### src/rtl/pld_mc_pkg.sv
// Package pld_mc_pkg
// Shared mode type and the decoder function for the macrocell array.
// Assumes the configuration bits are static during operation.
package pld_mc_pkg;

    typedef enum logic [1:0] {
        MODE_SIMPLE  = 2'd0,
        MODE_COMPLEX = 2'd1,
        MODE_REG     = 2'd2
    } mc_mode_e;

    // Maps the two global bits to a mode; the unused code falls back to simple.
    function automatic mc_mode_e decode_mode(input logic syn, input logic ac0);
        if (!syn && ac0)     return MODE_REG;
        else if (syn && ac0) return MODE_COMPLEX;
        else                 return MODE_SIMPLE;
    endfunction

endpackage

### src/rtl/pld_mode_decode.sv
// Module pld_mode_decode
// Turns the two global configuration bits into the array-wide mode.
// Assumes the bits are static; pure combinational.
module pld_mode_decode
    import pld_mc_pkg::*;
(
    input  logic     clk,
    input  logic     rst_n,
    input  logic     syn,
    input  logic     ac0,
    output mc_mode_e mode
);

    // Purpose: decode the global mode bits.
    always_comb begin
        mode = decode_mode(syn, ac0);
    end


    reserved_code_chk: assert property (@(posedge clk) disable iff (!rst_n)
        (!syn && !ac0) |-> (mode == MODE_SIMPLE));


    reg_code_chk: assert property (@(posedge clk) disable iff (!rst_n)
        (mode == MODE_REG) |-> (!syn && ac0));

endmodule

### src/rtl/pld_mc_cell.sv
// Module pld_mc_cell
// One output macrocell: flip-flop, polarity, enable selection and pin value.
// Assumes INNER marks a cell that must always drive in simple mode.
module pld_mc_cell
    import pld_mc_pkg::*;
#(
    parameter bit INNER = 1'b0
)(
    input  logic     clk,
    input  logic     rst_n,
    input  mc_mode_e mode,
    input  logic     pol,
    input  logic     dir,
    input  logic     sop,
    input  logic     pterm,
    input  logic     goe_n,
    input  logic     pin_in,
    output logic     out_val,
    output logic     out_en,
    output logic     pin_val,
    output logic     reg_fb
);

    logic q;

    // Purpose: capture the data term on each rising edge, cleared by reset.
    always_ff @(posedge clk) begin
        if (!rst_n) q <= 1'b0;
        else        q <= sop;
    end

    // Purpose: select the driven value and enable for the current mode.
    always_comb begin
        out_val = sop ^ pol;
        out_en  = 1'b0;
        unique case (mode)
            MODE_SIMPLE:  out_en = INNER ? 1'b1 : ~dir;
            MODE_COMPLEX: out_en = ~dir & pterm;
            MODE_REG: begin
                if (dir) begin
                    out_en = pterm;
                end else begin
                    out_val = q ^ pol;
                    out_en  = ~goe_n;
                end
            end
            default: out_en = 1'b0;
        endcase
    end

    // Purpose: resolve the level seen on the pin and the inverted register output.
    always_comb begin
        pin_val = out_en ? out_val : pin_in;
        reg_fb  = ~q;
    end


    reg_out_chk: assert property (@(posedge clk) disable iff (!rst_n)
        (mode == MODE_REG && !dir && $past(rst_n) && $stable(pol))
        |-> (out_val == ($past(sop) ^ pol)));


    complex_en_chk: assert property (@(posedge clk) disable iff (!rst_n)
        (mode == MODE_COMPLEX && !pterm) |-> !out_en);


    reg_fb_chk: assert property (@(posedge clk) disable iff (!rst_n)
        $past(rst_n) |-> (reg_fb == !$past(sop)));

    generate
        if (INNER) begin : g_inner_chk

            inner_en_chk: assert property (@(posedge clk) disable iff (!rst_n)
                (mode == MODE_SIMPLE) |-> out_en);
        end
    endgenerate

endmodule

### src/rtl/pld_fb_route.sv
// Module pld_fb_route
// Routes feedback to the logic array according to mode and neighbours.
// Assumes N is even and at least 4; outer cells may take the shared pins.
module pld_fb_route
    import pld_mc_pkg::*;
#(
    parameter int N = 8
)(
    input  logic         clk,
    input  logic         rst_n,
    input  mc_mode_e     mode,
    input  logic [N-1:0] pin_val,
    input  logic [N-1:0] reg_fb,
    input  logic [N-1:0] dir,
    input  logic         sh_a,
    input  logic         sh_b,
    output logic [N-1:0] fb
);

    localparam int HALF = N / 2;

    generate
        for (genvar i = 0; i < N; i++) begin : g_fb
            logic own_reg;
            logic simple_src;
            logic complex_src;

            // Purpose: registered-mode source, flip-flop or own pin.
            always_comb own_reg = dir[i] ? pin_val[i] : reg_fb[i];

            if (i == 0) begin : g_first
                always_comb begin
                    simple_src  = sh_a;
                    complex_src = sh_a;
                end
            end else if (i == N - 1) begin : g_last
                always_comb begin
                    simple_src  = sh_b;
                    complex_src = sh_b;
                end
            end else if (i < HALF) begin : g_low
                always_comb begin
                    simple_src  = pin_val[i-1];
                    complex_src = pin_val[i];
                end
            end else begin : g_high
                always_comb begin
                    simple_src  = pin_val[i+1];
                    complex_src = pin_val[i];
                end
            end

            // Purpose: choose the feedback source for this cell.
            always_comb begin
                unique case (mode)
                    MODE_COMPLEX: fb[i] = complex_src;
                    MODE_REG:     fb[i] = own_reg;
                    default:      fb[i] = simple_src;
                endcase
            end
        end
    endgenerate


    complex_outer_chk: assert property (@(posedge clk) disable iff (!rst_n)
        (mode == MODE_COMPLEX) |-> (fb[0] == sh_a && fb[N-1] == sh_b));


    simple_nbr_chk: assert property (@(posedge clk) disable iff (!rst_n)
        (mode == MODE_SIMPLE) |-> (fb[HALF-1] == pin_val[HALF-2] && fb[HALF] == pin_val[HALF+1]));

endmodule

### src/rtl/pld_macrocell_array.sv
// Module pld_macrocell_array
// Row of output macrocells with a global mode and shared clock/enable pins.
// Assumes configuration inputs are static; clk stands for the shared clock pin.
module pld_macrocell_array
    import pld_mc_pkg::*;
#(
    parameter int NCELL = 8
)(
    input  logic             clk,
    input  logic             rst_n,
    input  logic             cfg_syn,
    input  logic             cfg_ac0,
    input  logic [NCELL-1:0] cfg_pol,
    input  logic [NCELL-1:0] cfg_dir,
    input  logic [NCELL-1:0] sop,
    input  logic [NCELL-1:0] pterm,
    input  logic [NCELL-1:0] pin_in,
    input  logic             shr_a_in,
    input  logic             shr_b_in,
    output logic [NCELL-1:0] out_val,
    output logic [NCELL-1:0] out_en,
    output logic [NCELL-1:0] fb
);

    localparam int HALF = NCELL / 2;

    mc_mode_e         mode;
    logic [NCELL-1:0] pin_val;
    logic [NCELL-1:0] reg_fb;

    pld_mode_decode u_mode (
        .clk   (clk),
        .rst_n (rst_n),
        .syn   (cfg_syn),
        .ac0   (cfg_ac0),
        .mode  (mode)
    );

    generate
        for (genvar i = 0; i < NCELL; i++) begin : g_cell
            pld_mc_cell #(
                .INNER ((i == HALF - 1) || (i == HALF))
            ) u_cell (
                .clk     (clk),
                .rst_n   (rst_n),
                .mode    (mode),
                .pol     (cfg_pol[i]),
                .dir     (cfg_dir[i]),
                .sop     (sop[i]),
                .pterm   (pterm[i]),
                .goe_n   (shr_b_in),
                .pin_in  (pin_in[i]),
                .out_val (out_val[i]),
                .out_en  (out_en[i]),
                .pin_val (pin_val[i]),
                .reg_fb  (reg_fb[i])
            );
        end
    endgenerate

    pld_fb_route #(.N(NCELL)) u_route (
        .clk     (clk),
        .rst_n   (rst_n),
        .mode    (mode),
        .pin_val (pin_val),
        .reg_fb  (reg_fb),
        .dir     (cfg_dir),
        .sh_a    (shr_a_in),
        .sh_b    (shr_b_in),
        .fb      (fb)
    );


    pin_drive_chk: assert property (@(posedge clk) disable iff (!rst_n)
        (mode == MODE_COMPLEX && out_en[1]) |-> (fb[1] == out_val[1]));

endmodule

### config.mk
export PLATFORM = sky130hd
export DESIGN_NAME = pld_macrocell_array
export DESIGN_NICKNAME = d
export VERILOG_FILES = /design/src/rtl/pld_mc_pkg.sv /design/src/rtl/pld_mode_decode.sv /design/src/rtl/pld_mc_cell.sv /design/src/rtl/pld_fb_route.sv /design/src/rtl/pld_macrocell_array.sv
export SDC_FILE = /design/constraint.sdc
export NUM_CORES = 1
export LEC_CHECK = 0
export BUFFER_PORTS_ARGS = -buffer_cell sky130_fd_sc_hd__buf_2
export CAP_MARGIN = 10
export CORE_MARGIN = 5
export CORE_UTILIZATION = 49
export CTS_BUF_LIST = sky130_fd_sc_hd__clkbuf_16
export CTS_CLUSTER_SIZE = 40
export DETAILED_ROUTE_END_ITERATION = 6
export PLACE_DENSITY = 0.87
export SKIP_LAST_GASP = 1
export SYNTH_ARGS = -nofsm -noshare
export SYNTH_HDL_FRONTEND = slang
export SYNTH_SLANG_ARGS = --single-unit
export TNS_END_PERCENT = 20
### constraint.sdc
create_clock -name clk -period 2.8 [get_ports clk]
set_input_delay 0.42 -clock clk [delete_from_list [all_inputs] [get_ports clk]]
set_output_delay 0.42 -clock clk [all_outputs]
set_load 0.005 [all_outputs]
==> results.cfg <==
[worst_setup_path]
path_max_fanout = 18
slowest_stage = mux2i_1
path_delay_family = buffers and inverters
critPathLaunchType = primary input
required_ps = 2380
crit_buf_inv = 3
timing.critical_path.mode_cell = buf_2
path_cells = buf_2 > buf_4 > nor3b_2 > mux2i_1 > xnor2_2 > o211ai_1 > a21oi_1 > buf_2
slowest_delay_ps = 310
arrival_ps = 2000
critPathCaptureType = output port
worstSetupPathType = primary input to output port

[routing]
drc_errors = 0
vias_per_cell = 5.57
ant_nets = 0
firstDrtPassIters = 4
drtIter0Drc = 44
vias = 1343
routed_wl_mm = 3.32
route.detailed.wl_per_inst_um = 13.8

[synth]
postSynth.asyncResetShare_pct = 0
yosysWarnings = 0
synth_most_common_cell = a21oi_1
synth_area_sq_um = 1280
ys_ff_latch = 8
synth_top_area_cell = dfxtp_1
synth_fp_nets = 210
ys_top_cells_by_area = dfxtp_1, mux2i_1, buf_4
yosysTopAreaCellShare_pct = 12.5
synthTopCellsByCount = a21oi_1, buf_4, mux2i_1, nand2_1, o21ai_0
postSynthCellCount = 164
synth_cell_types = 32
synthFlopType = dfxtp_1
synth_area_per_cell_sq_um = 7.80
synth_seq_area_share_pct = 12.5
synth_edf_count = 0

[cts]
cts_root_buf = clkbuf_16
cts.sinks = 8
cts_hold_buf = 0
ctsLongestPathBuffers = 2
cts.clk_slew.worst_paths_ps = 40
cts_made_buffers = 3
h-tree-depth = 1
cts_tree = yes
cts_setup_buffers = 0
cts_resized = 0

[grt]
grt_max_degree = 20
met3_usage_pct = 4.61
grt_pass1_wl_mm = 5.16
met2_usage_pct = 31.0
grt_usage_pct = 18.4
gr-total-overflow = 0
grt_use_met1_pct = 21.4
grt_busiest_layer = met2
grt_pass1_vias = 1202
antenna_found_initial = 0

[status]
status = finished, final reports clean

[placed_design]
dpl.hpwl_mm = 2.62
dp_cells = 238
place_ws_ps = 383
routabilityCongestion = 0.836
port_buffers = 69
placed_cell_area_sq_um = 1510

[power_and_ir_drop]
powerDensity_nw_per_um2 = 380
ir_drop_v = 0.000319
leakage_uw = 0.000718

[die]
die-area_sq_um = 3730
fp.dieH_um = 61.1
die_w_um = 61.1
pin_count = 70
initial_utilization_pct = 51.7
core-area_sq_um = 2480
rows = 18

[job]
cap_viol_max_count = 0

[layout]
fin_area_sq_um = 1580
fin_cells = 241
layout-drive-gt1-share_pct = 43.6
largest-register = g_cell.u_cell.q
nNetsFinal = 259
area_growth_pct = 23.7
diodes = 0
reg_top3 = g_cell.u_cell.q (8)
largest_reg_flops = 8

[timing]
grt_setup_unrepaired = no
setup_viol = 0
tightest_slew_ps = 265
setup_ws_ps = 383
post-route-min-period_ps = 2420
fmax_mhz = 414
slew_viol_final = 0
slew-limit-headroom_pct = 81.8
final.setup.tns_ps = 0
hold_viol = 0
fin_crit_sh_pct = 86.3

[min_path]
min_path_type = primary input to register
-- cell type report --
| type | count | area, sq um |
|---|---|---|
| flip-flops and latches | 8 | 160 |
| well taps | 30 | 37.5 |
| repair buffers | 73 | 388 |
| clock buffers | 3 | 75.1 |
| fillers | 260 | 895 |
| multi-input cells | 119 | 892 |
| inverters | 8 | 30.0 |
-- per-stage QoR --
| stage | total power [uW] | hold WS [ps] | utilization [%] |
|---|---|---|---|
| final | 602 | 402 | 63.9 |
| after floorplan | 295 | 542 | - |
| after global placement | 356 | 637 | 60.9 |
| after detailed placement | 361 | 641 | 60.9 |
| after CTS | 608 | 403 | 63.9 |
| after global routing | 641 | 413 | 63.9 |
-- path summary, 6_finish.rpt --
check / startpoint / to / slack, ps / cells past startpoint
worst max-delay path: cfg_ac0 / fb[2] / 380 / 8
worst min-delay path: sop[4] / g_cell[4].u_cell.q / 400 / 2
-- where the power goes --
| part | total, uW | internal [uW] | switching, uW |
|---|---|---|---|
| Clock | 242 | 184 | 58.1 |
| Sequential | 124 | 121 | 3.58 |
| Combinational | 235 | 116 | 118 |
| Total | 602 | 422 | 180 |
-- kinds of logic (layout without fill, tap and decap cells) --
| family | after synthesis | in the layout | share of synthesized area [%] |
|---|---|---|---|
| DFF | 8 | 8 | 12.5 |
| adders and majority gates | 3 | 3 | 2.35 |
| xor gates and xnor gates | 9 | 9 | 9.09 |
| AOI/OAI and AO/OA | 57 | 57 | 29.7 |
| buffers and inverters | 37 | 84 | 17.8 |
| muxes | 12 | 12 | 9.38 |
| and+or+nand+nor | 38 | 38 | 19.2 |
-- routing by layer --
layer,share of wire [%],up-vias
li1,-,676
met1,40,611
met4,1.7,0
met2,48,49
met3,10,7
met5,0,-
-- layout by cell type (no fill, tap or decap), drive strengths merged, types with 3 or more instances in the layout --
| cell | Yosys | layout |
|---|---|---|
| a311o | 4 | 4 |
| mux2i | 12 | 12 |
| inv | 8 | 8 |
| and2 | 8 | 8 |
| buf | 24 | 73 |
| dfxtp | 8 | 8 |
| a22oi | 3 | 3 |
| o211ai | 5 | 5 |
| a21oi | 18 | 18 |
| maj3 | 3 | 3 |
| nand2 | 10 | 10 |
| o21ai | 12 | 12 |
| clkbuf | 5 | 3 |
| xnor2 | 9 | 9 |
| nor3 | 4 | 4 |
| o31ai | 8 | 8 |
| nor3b | 8 | 8 |
Note: power is estimated with default switching activity, not from simulation.
